### config.mk
export PLATFORM = sky130hd
export DESIGN_NAME = dma_bus_port
export DESIGN_NICKNAME = d
export VERILOG_FILES = /design/src/rtl/dma_bus_port.sv
export SDC_FILE = /design/constraint.sdc
export NUM_CORES = 1
export LEC_CHECK = 0
export ABC_AREA = 1
export BUFFER_PORTS_ARGS = -buffer_cell sky130_fd_sc_hd__buf_2
export CORE_MARGIN = 5
export CORE_UTILIZATION = 52
export CTS_CLUSTER_DIAMETER = 60
export DETAILED_ROUTE_END_ITERATION = 12
export PLACE_DENSITY = 0.87
export RECOVER_POWER = 25
export SETUP_SLACK_MARGIN = 0.3
export SLEW_MARGIN = 20
export SYNTH_ARGS = -nofsm -noshare
export SYNTH_HDL_FRONTEND = slang
export SYNTH_SLANG_ARGS = --single-unit
### constraint.sdc
create_clock -name clk -period 2.55 [get_ports clk]
set_input_delay 0.51 -clock clk [delete_from_list [all_inputs] [get_ports clk]]
set_output_delay 0.51 -clock clk [all_outputs]
set_load 0.02 [all_outputs]
### src/rtl/dma_bus_port.sv
module dma_bus_port #(
  parameter int W     = 16,
  parameter int DEPTH = 8,
  parameter int CW    = 16
) (
  input  logic          clk,
  input  logic          rst_n,
  input  logic          start,
  input  logic          dir_in,
  input  logic [CW-1:0] len,
  input  logic          cs_n,
  input  logic          rd_n,
  input  logic          wr_n,
  input  logic          dack,
  input  logic [W-1:0]  ad_in,
  output logic [W-1:0]  ad_out,
  output logic          ad_oe,
  output logic          dreq,
  output logic          pio_wr,
  output logic          pio_rd,
  input  logic          loc_push,
  input  logic [W-1:0]  loc_wdata,
  input  logic          loc_pop,
  output logic [W-1:0]  loc_rdata,
  output logic          loc_full,
  output logic          loc_empty,
  output logic          done,
  output logic          err_ovr,
  output logic          err_und
);
  localparam int AW = (DEPTH > 1) ? $clog2(DEPTH) : 1;
  localparam int OW = AW + 1;
  localparam logic [AW-1:0] LAST = AW'(DEPTH - 1);

  logic          cs_q, rd_q, wr_q, dack_q, dir_q;
  logic [CW-1:0] cnt;
  logic [AW-1:0] wp, rp;
  logic [OW-1:0] occ;
  logic [W-1:0]  mem [DEPTH];

  wire wr_rise = wr_n & ~wr_q;
  wire rd_rise = rd_n & ~rd_q;
  wire dma_cyc = ~cs_q & dack_q;
  wire pio_cyc = ~cs_q & ~dack_q;
  wire live    = cnt != '0;

  assign loc_full  = occ == OW'(DEPTH);
  assign loc_empty = occ == '0;

  wire dma_w    = wr_rise & dma_cyc & live & ~dir_q;
  wire dma_r    = rd_rise & dma_cyc & live & dir_q;
  wire push_dma = dma_w & ~loc_full;
  wire pop_dma  = dma_r & ~loc_empty;
  wire push     = push_dma | (loc_push & dir_q & ~loc_full);
  wire pop      = pop_dma | (loc_pop & ~dir_q & ~loc_empty);
  wire xfer     = push_dma | pop_dma;

  assign dreq      = live & (dir_q ? ~loc_empty : ~loc_full);
  assign pio_wr    = wr_rise & pio_cyc;
  assign pio_rd    = rd_rise & pio_cyc;
  assign ad_oe     = ~cs_n & ~rd_n & dack & dir_q;
  assign ad_out    = mem[rp];
  assign loc_rdata = mem[rp];

  always_ff @(posedge clk or negedge rst_n)
    if (!rst_n) begin
      cs_q <= 1'b1; rd_q <= 1'b1; wr_q <= 1'b1; dack_q <= 1'b0;
    end else begin
      cs_q <= cs_n; rd_q <= rd_n; wr_q <= wr_n; dack_q <= dack;
    end

  always_ff @(posedge clk or negedge rst_n)
    if (!rst_n) begin
      cnt <= '0; dir_q <= 1'b0; done <= 1'b0; err_ovr <= 1'b0; err_und <= 1'b0;
    end else if (start) begin
      cnt <= len; dir_q <= dir_in; done <= 1'b0; err_ovr <= 1'b0; err_und <= 1'b0;
    end else begin
      if (xfer) cnt <= cnt - 1'b1;
      if (xfer && cnt == CW'(1)) done <= 1'b1;
      if (dma_w && loc_full) err_ovr <= 1'b1;
      if (dma_r && loc_empty) err_und <= 1'b1;
    end

  always_ff @(posedge clk or negedge rst_n)
    if (!rst_n) begin
      wp <= '0; rp <= '0; occ <= '0;
    end else begin
      if (push) wp <= (wp == LAST) ? '0 : wp + 1'b1;
      if (pop)  rp <= (rp == LAST) ? '0 : rp + 1'b1;
      occ <= occ + OW'(push) - OW'(pop);
    end

  always_ff @(posedge clk)
    if (push) mem[wp] <= dir_q ? loc_wdata : ad_in;

  p_cnt_step_r4: assert property (@(posedge clk) disable iff (!rst_n)
    (xfer && !start) |=> cnt == $past(cnt) - 1'b1);
  p_pio_quiet_r3: assert property (@(posedge clk) disable iff (!rst_n)
    ((pio_wr || pio_rd) && !start) |=> $stable(cnt) && $stable(err_ovr) && $stable(err_und));
  p_ovr_no_store_r7: assert property (@(posedge clk) disable iff (!rst_n)
    (dma_w && loc_full && !loc_pop) |=> $stable(occ) && err_ovr);
  p_done_at_zero_r6: assert property (@(posedge clk) disable iff (!rst_n)
    done |-> cnt == '0);
  p_occ_bound_r11: assert property (@(posedge clk) disable iff (!rst_n)
    occ <= OW'(DEPTH));
endmodule

# Word level (Yosys, flattened, before mapping)
# Memories as Yosys holds them, arrays and structs flattened.
# Cells that the tools add are included.
[classes] add_sub_neg=5 eq_ne=4 muxes=14 bitwise_logic=34 reduce_logical=9
[op_table] operator="2-to-1 mux 16 bit" count=3
[op_table] operator="AND 1 bit" count=22
[op_table] operator="== test 16 x 1 -> 1 bit, second input constant" count=1
[op_table] operator="nonzero test 16 bit" count=1
[op_table] operator="subtractor 16 x 1 -> 16 bit, second input constant" count=1
[op_table] operator="2-to-1 mux 1 bit" count=9
[op_table] operator="NOT 1 bit" count=9
[op_table] operator="nonzero test 2 bit" count=4
[op_table] operator="adder 3 x 1 -> 3 bit, second input constant" count=2
[op_table] operator="== test 3 bit, second input constant" count=2
[op_table] operator="2-to-1 mux 3 bit" count=2
[op_table] operator="adder 4 x 1 -> 4 bit" count=1
[op_table] operator="== test 4 bit, second input constant" count=1
[op_table] operator="zero test 4 bit" count=1
[op_table] operator="subtractor 4 x 1 -> 4 bit" count=1
[op_table] operator="logical AND 1 bit" count=3
[op_table] operator="OR 1 bit" count=3
[word_totals] ff_bits=34 ramBits=128 in_bits=58 output_inout_bits=41 word_cells=79 n_memories=1
[memory_table] memory="mem" words=8 width=16 rd=1 rd_clocked_by_memory_dff=0 write_ports=1 line_no="39" rtl="logic [W-1:0] mem [DEPTH];"

# Longest topological paths before layout
# Gate-level depths: netlist of run 1.
[depth] depth_word=10 mapped_depth=14 ltp_nobuf=14

# Worst setup path before layout of run 1
# OpenSTA, ideal clock, no wires.
[synth_path] path_kind="flip-flop to flip-flop" from="register cnt[0]" to="memory mem[0][0] (enable)" setup_time_ns=0.388 arrival_ns=2.048 required_ns=2.162 path_slack_ns=0.114 path_stages_with_launch=10 n_path_buf=0 synth_period_minus_slack_ns=2.436 cell_sequence="dfrtp_1 inv_1 ha_1 nand2_2 nor2_8 nand2_4 nand3_4 nand2_2 nand2_1 nor2_1"
[synth_via] elab_chain_len=7
[synth_rtl] element="from (decl)" line_no="36" rtl="logic [CW-1:0] cnt;"
[synth_rtl] element="from (signal assigned)" line_no="78" rtl="if (xfer) cnt <= cnt - 1'b1;"
[synth_rtl] element="nonzero test 16 bit" line_no="45" rtl="wire live = cnt != '0;"
[synth_rtl] element="AND 1 bit (2 in a row)" line_no="50" rtl="wire dma_w = wr_rise & dma_cyc & live & ~dir_q;"
[synth_rtl] element="AND 1 bit" line_no="52" rtl="wire push_dma = dma_w & ~loc_full;"
[synth_rtl] element="OR 1 bit" line_no="54" rtl="wire push = push_dma | (loc_push & dir_q & ~loc_full);"
[synth_rtl] element="2-to-1 mux 1 bit (2 in a row)" line_no="94" rtl="if (push) mem[wp] <= dir_q ? loc_wdata : ad_in;"
[synth_rtl] element="to (decl)" line_no="39"
# Every way passes these cells.

# Worst setup path after layout of run 1
[layout_path] from="register rp[0]" to="output port ad_out[13]"
[layout_via] elab_chain_len=1
[layout_rtl] element="from (decl)" line_no="37" rtl="logic [AW-1:0] wp, rp;"
[layout_rtl] element="from (signal assigned)" line_no="89" rtl="if (pop) rp <= (rp == LAST) ? '0 : rp + 1'b1;"
[layout_rtl] element="memory read (8 x 16 bit)"
[layout_rtl] element="to (decl)" line_no="16" rtl="output logic [W-1:0] ad_out,"
# Every way passes these cells.

==> impl_metrics.json, run 1 <==
{
  "drcViolationCount": 0,
  "hold_depth": 1,
  "setup_viol": 0,
  "cts.path.max_buffers": 2,
  "r2r.worst_path.cells": 10,
  "totalWireLength_um": 18800,
  "vias": 5942,
  "netlist_top_cells_count": "nand2_1 (211), edfxtp_1 (128), nor2_1 (124)",
  "drv_cap": 1,
  "antenna_found_initial": 0,
  "critPathMaxStageDelay_ns": 0.48,
  "drtIter0Drc": 603,
  "period_share": 0.951,
  "insertion_delay_ns": 0.43,
  "path_class": "flop to primary output",
  "nets": 937,
  "r2r-start": "dir_q",
  "areaGrowthSynthToFinish_pct": 24.9,
  "status": "finished, violations left",
  "cp_max_fo": 7,
  "core-area_mm2": 0.0144,
  "vdd_drop_max_mv": 0.498,
  "p_per_area_mw_per_mm2": 1110,
  "synthCells": 747,
  "yosysMostFrequentCell": "nand2_1",
  "cp-end-kind": "primary output",
  "post-synth-top-area-cell": "edfxtp_1",
  "clk_pin_slew_worst_paths_ns": 0.07,
  "yosys.area.top_type_share": 0.509,
  "cts_root_buf": "clkbuf_16",
  "wl_per_cell_um": 17.6,
  "synth.avg_cell_area_um2": 10.1,
  "dr.pass1.iters": 7,
  "hold_violations": 0,
  "min_from": "cs_n",
  "start_util": 0.525,
  "final_util": 0.656,
  "dieArea_mm2": 0.0170,
  "grt_usage": 0.221,
  "htreeDepth": 4,
  "tightest_slew_ns": 1.87,
  "fin_crit_ns": 2.42,
  "cts.sinks": 162,
  "arrival_ns": 1.91,
  "grt_overflow_total": 0,
  "synth_flop_cell": "edfxtp_1",
  "grt_pass1_wl_um": 28800,
  "rsz0062_at_grt": "true",
  "die_y_um": 130,
  "worstPathCellList": "inv_8 > buf_6 > nor2_2 > o32ai_1 > nand2_1 > nand2_2 > buf_6",
  "fmax_mhz": 412,
  "synthDistinctLibCells": 34,
  "p_leak_nw": 4.00,
  "hp-class": "primary input to flop",
  "setup-tns-final_ns": 0,
  "r2r-end": "occ[2]",
  "rows": 44,
  "syn_nets": 818,
  "start_kind": "flop",
  "skew_ns": 0.0102,
  "vias_per_cell": 5.59,
  "synth_area_mm2": 0.00755,
  "place_congestion": 0.882,
  "path_common_cell": "buf_6",
  "io_pins": 99,
  "synth_edf_count": 128,
  "slew_violations": 35,
  "yosysWarnings": 0,
  "hpwl_um": 10900,
  "synth-seq-cells": 162,
  "antenna_left": 0,
  "relSlewSlack": -0.250,
  "die-width_um": 130,
  "violations": "max-capacitance violations, max-slew violations",
  "async_flop_share": 0.210,
  "numCtsBuffers": 17,
  "portBuffers": 98,
  "crit_required_ns": 2.04,
  "cp_slowest_cell": "dfrtp_2",
  "min_to": "cs_q",
  "rrSetupSlack_ns": 0.17,
  "antennaDiodeCount": 0,
  "synth_seq_area_share": 0.623,
  "grt_pass1_vias": 5746,
  "postCtsHoldBufs": 0,
  "drive_above_1_share": 0.278,
  "synth_area_leaders": "edfxtp_1 (51%), nand2_1 (10%), dfrtp_1 (10%)",
  "grt_max_degree": 43,
  "cts_tree": "yes"
}
layout make-up:
cell class	count	area, µm²
clock buffers	17	425
clock inverters	15	169
fillers	983	4950
inverters	37	153
multi-input cells	495	2670
flip-flops and latches	162	4700
well taps	184	230
repair buffers	153	1080
per-layer routing:
layer | track usage | wire, µm | vias to the layer above
li1 | - | - | 2767
met1 | 0.271 | 7060 | 2829
met2 | 0.380 | 9680 | 299
met3 | 0.0520 | 1490 | 47
met4 | 0.0895 | 521 | 0
met5 | 0 | 0 | -
state kept, by name (all words and copies together), names as in the netlist:
register / cells
wr_q: 1
err_und: 1
cs_q: 1
err_ovr: 1
dack_q: 1
dir_q: 1
rp: 3
cnt: 16
done: 1
occ: 4
rd_q: 1
mem: 128
wp: 3
how the worst max path moves through the flow:
stage                start           end  slack, ns
CTS                  rp[0]  loc_rdata[5]       0.19
detailed placement    wr_n        occ[2]       0.17
finish               rp[0]    ad_out[13]       0.13
floorplan           cnt[0]     mem[0][0]       0.27
global route         rp[0]    ad_out[13]       0.03
global placement      wr_n        occ[1]       0.23
kinds of logic after synthesis:
logic type,Yosys count,synth area share
buf+inv,90,0.0570
flops,162,0.623
xor+xnor,6,0.00696
fa+ha+maj,13,0.0225
simple gates,395,0.220
compound gates,81,0.0705
per-stage QoR:
stage	area [µm²]	hold WS [ns]	power (mW)	setup WS, ns	std cells
floorplan	7590	0.214	6.12	0.271	747
global placement	8240	0.466	6.83	0.228	1003
detailed placement	8240	0.486	6.94	0.167	1003
CTS	9180	0.168	10.1	0.191	1049
global route	9420	0.173	11.0	0.0319	1063
finish	9420	0.177	10.4	0.125	1063
repair_timing:
item	in CTS	in global routing
gates cloned	1	1
setup endpoints to repair	35	35
setup buffers	13	13
pin swaps	11	9
resized for setup	63	33
critical path: cells and delay by family, from the launching register on:
| kind | cells | cell delay (ns) |
|---|---|---|
| simple gates | 3 | 0.30 |
| compound gates | 1 | 0.27 |
| flops | 1 | 0.48 |
| buf+inv | 3 | 0.42 |
report_power, final:
part	leakage, nW	internal (mW)	switching [mW]
Combinational	2.14	1.75	2.74
Clock	0.286	1.47	1.11
Sequential	1.57	3.18	0.181
Total	4.00	6.40	4.03
cell usage in the layout (no fill, tap or decap), types with 4 or more instances in the layout:
cell type,instances
nor3_1,5
nor2_4,4
nor2_2,7
nand3_1,20
nand2_2,6
nand3_4,4
o32ai_2,14
nand2_1,205
o32ai_1,18
edfxtp_1,128
nor2_1,118
buf_2,72
inv_1,29
inv_6,7
clkbuf_1,4
nand2_4,4
ha_1,8
buf_4,61
dfrtp_2,4
dfrtp_1,27
o21ai_1,6
clkbuf_16,18
o21ai_0,38
buf_6,9
nand4_1,17
inv_2,4
Note: power is estimated with default switching activity, not from simulation.
==> run 2: changes to the inputs <==
Settings changed: CORE_UTILIZATION 52 to 50, PLACE_DENSITY 0.87 to 0.82.
Clock period 2.55 ns to 3.11 ns, I/O delays scaled along.
==> run 2 against run 1 <==
Against the previous run:
- power is 26% lower
- register-to-register slack better by 0.41 ns
- sequential cell count stayed put
- global-route usage is 2.8 points lower
- worst setup slack better by 0.26 ns
- sequential power is 18% lower
- first-iteration DRC count is 33% lower
- non-clock buffer count is 32 lower
- final cell count is 2.5% lower
- combinational power is 33% lower
- the flow still finishes with violations (max-capacitance violations, max-slew violations)
==> impl_metrics.json, run 2 (same netlist as run 1, synthesis figures left out) <==
{
  "status": "finished, violations left",
  "violations": "max-capacitance violations, max-slew violations",
  "min_from": "cs_n",
  "hpwl_um": 9840,
  "nets": 906,
  "largest_reg_flops": 128,
  "sequentialPowerShare": 0.354,
  "r2r-end": "occ[2]",
  "fin_crit_ns": 2.72,
  "place_congestion": 0.833,
  "drtIter0Drc": 401,
  "antenna_left": 0,
  "die_y_um": 133,
  "portBuffers": 98,
  "cp_max_fo": 4,
  "r2r.worst_path.cells": 14,
  "p_sw_frac": 0.388,
  "skew_ns": 0.00849,
  "antennaDiodeCount": 0,
  "grt_pass1_wl_um": 27100,
  "htreeDepth": 4,
  "r2r-start": "cnt[1]",
  "path_common_cell": "inv_1",
  "slew_violations": 35,
  "layout.cells.most_common_list": "nand2_1 (211), edfxtp_1 (128), nor2_1 (124)",
  "cts_tree": "yes",
  "min_to": "cs_q",
  "worstPathCellList": "inv_1 > ha_1 > nand3_1 > inv_1 > a221oi_1 > buf_2",
  "largest_register": "mem",
  "dr.pass1.iters": 5,
  "hold_violations": 0,
  "totalWireLength_um": 16700,
  "fillers": 1181,
  "hp-class": "primary input to flop",
  "hold_slack_ns": 0.302,
  "p_per_area_mw_per_mm2": 880,
  "rows": 45,
  "pwr-share-comb": 0.389,
  "core-area_mm2": 0.0150,
  "p_leak_nw": 3.75,
  "finalPower_mw": 7.75,
  "drcViolationCount": 0,
  "hold_depth": 1,
  "switchingPower_mw": 3.01,
  "path_class": "flop to primary output",
  "cp-end-kind": "primary output",
  "setup_viol": 0,
  "vdd_drop_max_mv": 0.402,
  "rrSetupSlack_ns": 0.58,
  "seqCellArea_mm2": 0.00470,
  "start_util": 0.504,
  "period_share": 0.875,
  "relSlewSlack": -0.223,
  "cts.path.max_buffers": 2,
  "final_common_cell": "nand2_1",
  "clk_pin_slew_worst_paths_ns": 0.06,
  "critPathMaxStageDelay_ns": 0.46,
  "placed_cell_area_mm2": 0.00814,
  "drv_cap": 1,
  "fmax_mhz": 367,
  "p_int_mw": 4.74,
  "vias_per_cell": 5.41,
  "tightest_slew_ns": 1.83,
  "die-width_um": 133,
  "multiInputGateArea_mm2": 0.00243,
  "dieArea_mm2": 0.0177,
  "vias": 5606,
  "drive_above_1_share": 0.199,
  "grt_pass1_vias": 5349,
  "antenna_found_initial": 1,
  "cts_root_buf": "clkbuf_16",
  "crit_required_ns": 2.49,
  "insertion_delay_ns": 0.42,
  "arrival_ns": 2.10,
  "setup-tns-final_ns": 0,
  "wl_per_cell_um": 16.2,
  "clkPwrFrac": 0.257,
  "numCtsBuffers": 17,
  "top_regs": "mem x128, cnt x16, occ x4",
  "cp_slowest_cell": "a221oi_1",
  "rsz0062_at_grt": "true",
  "design_area_mm2": 0.00880,
  "areaGrowthSynthToFinish_pct": 16.6,
  "io_pins": 99,
  "grt_usage": 0.193,
  "cts.sinks": 162,
  "grt_overflow_total": 0,
  "postCtsHoldBufs": 0,
  "grt_max_degree": 65,
  "start_kind": "flop"
}
-- run 2: worst max-delay path by stage --
stage,start,to,slack [ns],depth (start not counted)
5_1_grt,occ[2],dreq,0.26,6
4_1_cts,rp[0],loc_rdata[10],0.31,7
3_5_place_dp,rd_n,occ[2],0.48,11
6_report,occ[2],dreq,0.39,6
3_3_place_gp,rd_n,occ[1],0.51,11
2_1_floorplan,cnt[0],mem[0][0],0.67,9
-- run 2: timing repair --
item,in CTS,in global routing
pin swaps,0,0
gates resized for setup,6,0
cloned,1,1
setup buffers,0,5
endpoints found under the setup margin,24,30
-- run 2: critical path: cells and delay by family (launching register included) --
kind | cells | cell delay, ns
adders and majority gates | 1 | 0.20
buffers and inverters | 3 | 0.47
and+or+nand+nor | 1 | 0.23
DFF | 1 | 0.32
AOI/OAI and AO/OA | 1 | 0.46
-- run 2: final cells by class --
| cell class | instances | area share |
|---|---|---|
| clock buffers | 17 | 0.0483 |
| clock inverters | 15 | 0.0166 |
| inverters | 37 | 0.0163 |
| multi-input cells | 496 | 0.276 |
| flip-flops and latches | 162 | 0.534 |
| well taps | 188 | 0.0267 |
| repair buffers | 121 | 0.0820 |
-- run 2: power groups by stage --
stage	Combinational [mW]	Clock (mW)	Sequential (mW)
3_3_place_gp	2.77	0	2.80
2_1_floorplan	2.25	0	2.74
4_1_cts	2.97	2.01	2.77
6_report	3.01	1.99	2.74
3_5_place_dp	2.84	0	2.81
5_1_grt	3.33	2.12	2.77
-- run 2: metrics by stage --
stage	util	setup WS, ns	std cells
2_1_floorplan	-	0.674	747
3_3_place_gp	0.543	0.506	997
3_5_place_dp	0.543	0.478	997
4_1_cts	0.585	0.312	1030
5_1_grt	0.588	0.256	1036
6_report	0.588	0.389	1036
-- run 2: routing by layer --
layer,routed length (µm),global-route usage
met1,6630,0.250
met3,1440,0.0498
met4,317,0.0658
met2,8340,0.319
met5,13,0
